## src/rtl/snp_pkg.sv

```systemverilog
// Package: shared types and register offsets for the port snoop enable controller.
// Assumes 4 KiB register windows: window 0 is global, window p+1 is port p.
package snp_pkg;

    // Width of the per-port enable field: bit 0 snoop, bit 1 DVM.
    localparam int EN_W = 2;

    // Offsets within a 4 KiB window.
    localparam logic [11:0] OFF_CTRL   = 12'h000;
    localparam logic [11:0] OFF_STATUS = 12'h00C;
    localparam logic [11:0] OFF_ID     = 12'hFE8;

    // Per-port transition state.
    typedef enum logic [1:0] {
        ST_IDLE   = 2'd0,
        ST_DRAIN  = 2'd1,
        ST_SETTLE = 2'd2
    } port_state_t;

endpackage

```

## src/rtl/snp_reg_decode.sv

```systemverilog
// Module: address decode and read mux for the controller's register space.
// Produces one write strobe per port control register and the combinational
// read data. Assumes ADDR_W > 12; bits above 11 select the window.
module snp_reg_decode
    import snp_pkg::*;
#(
    parameter int          NPORT  = 5,
    parameter int          ADDR_W = 16,
    parameter int          DATA_W = 32,
    parameter logic [3:0]  REV    = 4'h1
) (
    input  logic                       clk,
    input  logic                       rst_n,
    input  logic                       reg_wr,
    input  logic [ADDR_W-1:0]          reg_addr,
    input  logic [NPORT-1:0][EN_W-1:0] port_en,
    input  logic                       busy_any,
    output logic [NPORT-1:0]           wr_hit,
    output logic [DATA_W-1:0]          rdata
);

    localparam int WIN_W = ADDR_W - 12;

    logic [WIN_W-1:0] win;
    logic [11:0]      off;

    assign win = reg_addr[ADDR_W-1:12];
    assign off = reg_addr[11:0];

    // One write strobe per port control register.
    for (genvar p = 0; p < NPORT; p++) begin : g_hit
        assign wr_hit[p] = reg_wr && (off == OFF_CTRL) && (win == WIN_W'(p + 1));
    end

    // Read mux: global status and ID in window 0, port control values elsewhere.
    always_comb begin
        rdata = '0;
        if (win == '0) begin
            if (off == OFF_STATUS)  rdata[0]   = busy_any;
            else if (off == OFF_ID) rdata[7:4] = REV;
        end
        for (int p = 0; p < NPORT; p++) begin
            if (win == WIN_W'(p + 1) && off == OFF_CTRL) rdata[EN_W-1:0] = port_en[p];
        end
    end

    AST_WR_ONEHOT: assert property (@(posedge clk) disable iff (!rst_n)
        reg_wr |-> $onehot0(wr_hit));
    AST_NO_WR_NO_HIT: assert property (@(posedge clk) disable iff (!rst_n)
        !reg_wr |-> (wr_hit == '0));

endmodule

```

## src/rtl/snp_port_fsm.sv

```systemverilog
// Module: one port's enable transition engine.
// A write that differs from the value in force starts a transition. One that
// clears any bit drains first (waits for txn_busy low), then every transition
// settles for SETTLE_CYC cycles before the target is applied. Writes made while
// busy are parked one deep, last wins, and are taken up one edge after apply.
// Assumes SETTLE_CYC >= 1.
module snp_port_fsm
    import snp_pkg::*;
#(
    parameter int SETTLE_CYC = 4
) (
    input  logic            clk,
    input  logic            rst_n,
    input  logic            wr_req,
    input  logic [EN_W-1:0] wr_val,
    input  logic            txn_busy,
    output logic [EN_W-1:0] en,
    output logic            busy
);

    localparam int CNT_W = $clog2(SETTLE_CYC + 1);
    localparam logic [CNT_W-1:0] CNT_LOAD = CNT_W'(SETTLE_CYC - 1);

    port_state_t     state_q;
    logic [CNT_W-1:0] cnt_q;
    logic [EN_W-1:0] en_q, tgt_q, q_data;
    logic            q_val;

    logic            idle, take_q, start_req, start_change, clears, settle_done;
    logic [EN_W-1:0] start_val;

    // Decide whether a transition starts this cycle and from which source.
    always_comb begin
        idle         = (state_q == ST_IDLE);
        take_q       = idle && q_val;
        start_req    = take_q || (idle && !q_val && wr_req);
        start_val    = take_q ? q_data : wr_val;
        start_change = start_req && (start_val != en_q);
        clears       = |(en_q & ~start_val);
        settle_done  = (state_q == ST_SETTLE) && (cnt_q == '0);
    end

    // One-deep parking slot for writes that arrive while the port is busy.
    always_ff @(posedge clk) begin
        if (!rst_n) begin
            q_val  <= 1'b0;
            q_data <= '0;
        end else if (wr_req && (!idle || q_val)) begin
            q_val  <= 1'b1;
            q_data <= wr_val;
        end else if (take_q) begin
            q_val  <= 1'b0;
        end
    end

    // Transition sequencer: drain, settle count, apply.
    always_ff @(posedge clk) begin
        if (!rst_n) begin
            state_q <= ST_IDLE;
            cnt_q   <= '0;
            en_q    <= '0;
            tgt_q   <= '0;
        end else begin
            case (state_q)
                ST_IDLE: begin
                    if (start_change) begin
                        tgt_q   <= start_val;
                        cnt_q   <= CNT_LOAD;
                        state_q <= clears ? ST_DRAIN : ST_SETTLE;
                    end
                end
                ST_DRAIN: begin
                    if (!txn_busy) begin
                        cnt_q   <= CNT_LOAD;
                        state_q <= ST_SETTLE;
                    end
                end
                ST_SETTLE: begin
                    if (cnt_q == '0) begin
                        en_q    <= tgt_q;
                        state_q <= ST_IDLE;
                    end else begin
                        cnt_q   <= cnt_q - 1'b1;
                    end
                end
                default: state_q <= ST_IDLE;
            endcase
        end
    end

    assign en   = en_q;
    assign busy = !idle || q_val;

    AST_EN_ONLY_ON_APPLY: assert property (@(posedge clk) disable iff (!rst_n)
        !settle_done |=> $stable(en_q));
    AST_SETTLE_RANGE: assert property (@(posedge clk) disable iff (!rst_n)
        (state_q == ST_SETTLE) |-> (cnt_q < CNT_W'(SETTLE_CYC)));
    AST_DRAIN_WAIT: assert property (@(posedge clk) disable iff (!rst_n)
        (state_q == ST_DRAIN && txn_busy) |=> (state_q == ST_DRAIN));
    AST_SAME_NOP: assert property (@(posedge clk) disable iff (!rst_n)
        (idle && !q_val && wr_req && wr_val == en_q) |=>
        (state_q == ST_IDLE && !q_val && $stable(en_q)));
    AST_BUSY_ON_CHANGE: assert property (@(posedge clk) disable iff (!rst_n)
        (wr_req && wr_val != en_q) |=> busy);
    AST_PARK_LAST: assert property (@(posedge clk) disable iff (!rst_n)
        (!idle && wr_req) |=> (q_val && q_data == $past(wr_val)));

endmodule

```

## src/rtl/snoop_port_ctl.sv

```systemverilog
// Module: top of the port snoop enable controller.
// Decodes the register bus, runs one transition engine per port and folds
// their busy flags into the global status bit. Register bus writes complete
// in one cycle, reads are combinational.
module snoop_port_ctl
    import snp_pkg::*;
#(
    parameter int         NPORT      = 5,
    parameter int         ADDR_W     = 16,
    parameter int         DATA_W     = 32,
    parameter int         SETTLE_CYC = 4,
    parameter logic [3:0] REV        = 4'h1
) (
    input  logic              clk,
    input  logic              rst_n,
    input  logic              reg_wr,
    input  logic [ADDR_W-1:0] reg_addr,
    input  logic [EN_W-1:0]   reg_wdata,
    output logic [DATA_W-1:0] reg_rdata,
    input  logic [NPORT-1:0]  txn_busy,
    output logic [NPORT-1:0]  snoop_en,
    output logic [NPORT-1:0]  dvm_en
);

    logic [NPORT-1:0]           wr_hit;
    logic [NPORT-1:0]           port_busy;
    logic [NPORT-1:0][EN_W-1:0] port_en;
    logic                       busy_any;

    // Global busy: any port mid-change or holding a parked write.
    assign busy_any = |port_busy;

    snp_reg_decode #(
        .NPORT  (NPORT),
        .ADDR_W (ADDR_W),
        .DATA_W (DATA_W),
        .REV    (REV)
    ) u_decode (
        .clk      (clk),
        .rst_n    (rst_n),
        .reg_wr   (reg_wr),
        .reg_addr (reg_addr),
        .port_en  (port_en),
        .busy_any (busy_any),
        .wr_hit   (wr_hit),
        .rdata    (reg_rdata)
    );

    for (genvar p = 0; p < NPORT; p++) begin : g_port
        snp_port_fsm #(
            .SETTLE_CYC (SETTLE_CYC)
        ) u_port (
            .clk      (clk),
            .rst_n    (rst_n),
            .wr_req   (wr_hit[p]),
            .wr_val   (reg_wdata),
            .txn_busy (txn_busy[p]),
            .en       (port_en[p]),
            .busy     (port_busy[p])
        );
        assign snoop_en[p] = port_en[p][0];
        assign dvm_en[p]   = port_en[p][1];
    end

    AST_RESET_CLEAR: assert property (@(posedge clk)
        !rst_n |=> (snoop_en == '0 && dvm_en == '0 && !busy_any));
    AST_OTHERS_HOLD: assert property (@(posedge clk) disable iff (!rst_n)
        (!busy_any && !reg_wr) |=> ($stable(snoop_en) && $stable(dvm_en)));

endmodule

```

## config.mk

```make
export PLATFORM = sky130hd
export DESIGN_NAME = snoop_port_ctl
export DESIGN_NICKNAME = d
export VERILOG_FILES = /design/src/rtl/snp_pkg.sv /design/src/rtl/snp_reg_decode.sv /design/src/rtl/snp_port_fsm.sv /design/src/rtl/snoop_port_ctl.sv
export SDC_FILE = /design/constraint.sdc
export NUM_CORES = 1
export LEC_CHECK = 0
export BUFFER_PORTS_ARGS = -buffer_cell sky130_fd_sc_hd__buf_2
export CAP_MARGIN = 15
export CORE_MARGIN = 5
export CORE_UTILIZATION = 50
export CTS_BUF_LIST = sky130_fd_sc_hd__clkbuf_2
export DETAILED_ROUTE_END_ITERATION = 12
export GPL_TIMING_DRIVEN = 0
export PLACE_DENSITY = 0.73
export REMOVE_ABC_BUFFERS = 1
export SYNTH_ARGS = -nofsm -noshare
export SYNTH_HDL_FRONTEND = slang
export SYNTH_SLANG_ARGS = --single-unit
```

## constraint.sdc

```tcl
create_clock -name clk -period 8.9 [get_ports clk]
set_clock_uncertainty 0.2 [all_clocks]
set_input_delay 0.89 -clock clk [delete_from_list [all_inputs] [get_ports clk]]
set_output_delay 0.89 -clock clk [all_outputs]
set_load 0.005 [all_outputs]
```

[Yosys cells after proc, flatten, opt, wreduce, memory -nomap -nowiden]
Cells that the tools add are included.
Operators by class
  add/sub/neg operators: 5
  multiply operators: 0
  div/mod/pow operators: 0
  magnitude comparators: 0
  equal/unequal tests: 42
  shift operators: 0
  muxes and demuxes: 70
  bitwise logic cells: 10
  reductions and logical operators: 104
Operators by type and width (number)
  2-bit two-way mux: 30
  3-bit two-way mux: 15
  3-bit one-hot mux with 3 select lines: 5
  2-bit != test, second input constant: 20
  1-bit logical AND: 36
  2-bit one-hot mux with 3 select lines: 5
  2-bit AND reduction: 10
  4-bit AND reduction: 5
  3-bit logical NOT: 5
  3-bit AND reduction: 5
  3-bit nonzero test: 5
  3-bit by 1-bit subtractor with 3-bit output, second input constant: 5
  1-bit two-way mux: 13
  12-bit equality test, second input constant: 1
  12-bit by 4-bit equality test with 1-bit output, second input constant: 1
  12-bit logical NOT: 1
  2-bit bitwise AND: 5
  2-bit by 1-bit equality test with 1-bit output, second input constant: 5
  2-bit equality test, second input constant: 5
  1-bit logical NOT: 10
  2-bit logical NOT: 5
  1-bit logical OR: 10
  2-bit != test: 5
  2-bit NOT: 5
  8 further kinds: 19
Word-level totals
  flip-flop bits (word level): 60
  latch bits: 0
  bits in writable memories: 0
  bits in read-only memories: 0
  input bits: 26
  output and inout bits: 42
  logic and storage cells: 261
  memories kept: 0

[Logic depth before layout (Yosys ltp)]
  depth in word-level cells: 11
  mapped depth: 10
  mapped depth without buffers: 9

[By module]
Synthesis repeated with hierarchy kept, for this count alone.
Second synthesis, totals
  cells, all modules: 425
  area total of the unflattened synthesis: 3883.7 um^2
By module, submodules not included
  snp_port_fsm at g_port[0].u_port ...: instances 3, cells an instance 65, area an instance 664.4 um^2, seq. area each 240.2 um^2
  snp_port_fsm at g_port[3].u_port ...: instances 2, cells an instance 79, area an instance 699.4 um^2, seq. area each 240.2 um^2
  snp_reg_decode: instances 1, cells an instance 69, area an instance 479.2 um^2, seq. area each 0.0 um^2
  snoop_port_ctl: instances 1, cells an instance 3, area an instance 12.5 um^2, seq. area each 0.0 um^2

[Worst setup path after synthesis]
OpenSTA, ideal clock, no wires.
  path kind: input -> output
  start: input port reg_addr[3]
  end: output port reg_rdata[1]
  arrival: 2176 ps
  data required time: 7810 ps
  slack: 5634 ps
  stages on the path: 4
  path buffers: 0
  cells stage by stage: nor3_1 > nand4_1 > or4b_1 > o211a_1
Between the ends
  longest elaborated chain between the ends: 7
  elaborated cells between the ends (all ways): 11
  classes of those cells: mux: 5; reduce/logical: 6
Ends and longest elaborated chain
  start: declaration: RTL line snoop_port_ctl.sv:17  | input logic [ADDR_W-1:0] reg_addr,
  12-bit logical NOT *: RTL line snp_reg_decode.sv:43  | if (win == WIN_W'(p + 1) && off == OFF_CTRL) rdata[EN_W-1:0] = port_en[p];
  1-bit logical AND: RTL line snp_reg_decode.sv:43
  2-bit two-way mux (4 in a row): RTL line snp_reg_decode.sv:43
  2-bit two-way mux *: RTL line snp_reg_decode.sv:43
  end: declaration: RTL line snoop_port_ctl.sv:19  | output logic [DATA_W-1:0] reg_rdata,
Every way passes the cells marked *; elsewhere a longest branch is shown, timed or not.

[Final worst setup path]
Ends and elaborated chain as after synthesis.

==> metrics.txt <==
Initial Utilization=0.515; met2 Usage GRT=0.320; fin util=0.543; Worst setup EP type=output port; row cnt=31; TritonCTS Buffers=9; max-slew violation count=0; syn_area_per_cell=8.39 µm²; Max H-tree Level=3; Setup violations, final=0; DRT iter0 DRCs=124; worst path required time=7.81 ns; PnR worst setup slack=5.19 ns; top-count cell post-synth=dfxtp_1; FMAX=269 MHz; ys async rst share=0; RSZ-0062 raised after global routing=no; Core ar.=0.00725 mm²; Final nets=520; 1st-pass router iterations=4; Die Span Y=96.4 µm; Slew headroom=0.456; max-cap violation count=0; Lkg Pwr=1.55 nW; Via density=5.58; dominant synthesized flop cell=dfxtp_1; Pwr Density=111 mW/mm²; RePlAce Congestion=0.872; setup repair bufs after CTS=0; Die W=96.4 µm; gr busiest metal=met2; period utilization=0.417; HPWL Detailed=6110 µm; top cells by area, synth=dfxtp_1 (32%), mux2i_1 (8.0%), ha_1 (6.7%); vias in the first global route=3079; Avg WL per Cell=14.2 µm; cts repair resizes=0; overall routed net length=8180 µm; minimum clock period=3.71 ns; run status=completed; worst hold path class=reg -> reg; worst slew pin tran=0.815 ns; remaining antenna violation count after routing=0; met3 Use GR=0.0302; hold buffers post-CTS=0; reg2reg setup slack=5.68 ns; CTS tree=done; Sum Neg Setup Slack=0 ns; Boundary Pins=68; Vias=3218; Post-route DRC=0; Clock Sinks=60; first-pass GRT wire length=13900 µm; largest net degree at the start of global routing=46; met1 Usage GRT=0.237; layout cells sized above 1=0.146; Fill cells=702; post-synth cell types=70; initial antenna violation count=0; final hold vios=0; register area share after synthesis=0.322; post-place setup slack=5.21 ns; ANT cells=0; Synth Warn #=0; die area=0.00929 mm²; Post-synth EDFFs=0; WS Path Type=in -> out; Worst VDD drop=0.0000822 V; Worst-path clk slew=0.16 ns; Crit path arrival time=2.62 ns; crit-path max FO=4; number of I/O port buffers=38; number of synthesized register bits=60; Layout area overhead=5.46%; clk root buf=clkbuf_2; list of most frequent post-synthesis cells=dfxtp_1 (60), nor2_1 (53), nand2_1 (33); All-Layer GR Usage=0.189; Fin Hold WS=0.273 ns; area fraction of the dominant cell type after synthesis=0.322; Synth Instances=445; Mapped Area=0.00373 mm²; area leader, netlist=dfxtp_1; Overflow after GRT=0; CTS max path bufs=2; Clk Latency, worst-skew pair=0.48 ns; crit start category=primary input
kinds of logic after synthesis:
family | Yosys count | synth area share
compound gates | 93 | 0.180
fa+ha+maj | 22 | 0.0727
buf+inv | 65 | 0.0948
flops | 60 | 0.322
mux | 30 | 0.0804
other cells | 1 | 0.00100
simple gates | 174 | 0.249
per-layer routing:
metal / up-vias / wire length, µm
li1: 1605 / -
met1: 1501 / 3680
met2: 98 / 3800
met3: 14 / 552
met4: 0 / 153
met5: - / 0
registers in the layout, indices dropped and copies added, names as in the netlist:
register	cells
g_port.u_port.cnt_q	15
g_port.u_port.tgt_q	10
g_port.u_port.state_q	10
g_port.u_port.en	10
g_port.u_port.q_data	10
g_port.u_port.q_val	5
report_power, final:
group | internal (mW) | leakage, nW | switching (mW) | total [mW]
sequential | 0.269 | 0.483 | 0.000000902 | 0.269
combinational | 0.00993 | 1.01 | 0.0234 | 0.0333
clock | 0.0371 | 0.0531 | 0.0973 | 0.134
per-stage QoR:
stage               instance area, µm²  total power, mW  instances
floorplan                         3550            0.291        425
global placement                  3860            0.306        562
detailed placement                3860            0.307        562
CTS                               3940            0.440        577
global route                      3940            0.459        577
finish                            3940            0.437        577
worst max-delay path: stages:
cell     delay (ns)
buf_2          0.11
nor3_1         0.42
nand4_1        0.24
or4b_1         0.60
o211a_1        0.23
buf_2          0.12
final timing paths:
path / depth (start not counted) / to / start
worst max-delay path: 6 / reg_rdata[1] / reg_addr[3]
worst min-delay path: 2 / g_port[2].u_port.en[0] / g_port[2].u_port.tgt_q[0]
worst max register to register: 9 / g_port[2].u_port.cnt_q[2] / g_port[2].u_port.state_q[0]
worst min register to register: 2 / g_port[2].u_port.en[0] / g_port[2].u_port.tgt_q[0]
layout by cell type (no fill, tap or decap), types with 6 or more instances in the layout:
master,instances
conb_1,29
nand2_1,33
nand2b_1,15
o21ai_1,7
o31ai_1,8
mux2i_1,30
buf_2,38
ha_1,20
inv_1,16
and2_1,6
clkbuf_2,12
nor3b_1,7
nor3_1,19
dfxtp_1,60
nor2_1,53
a211oi_1,6
o21ai_0,10
a21oi_1,19
final cells by class:
| cell class | instances | area, µm² | area share |
|---|---|---|---|
| Multi-Input combinational cell | 348 | 2280 | 0.580 |
| Sequential cell | 60 | 1200 | 0.305 |
| Timing Repair Buffer | 38 | 190 | 0.0483 |
| Tap cell | 99 | 124 | 0.0315 |
| Inverter | 17 | 63.8 | 0.0162 |
| Clock buffer | 12 | 60.1 | 0.0153 |
| Clock inverter | 3 | 15.0 | 0.00381 |
(Power assumes the default switching activity.)
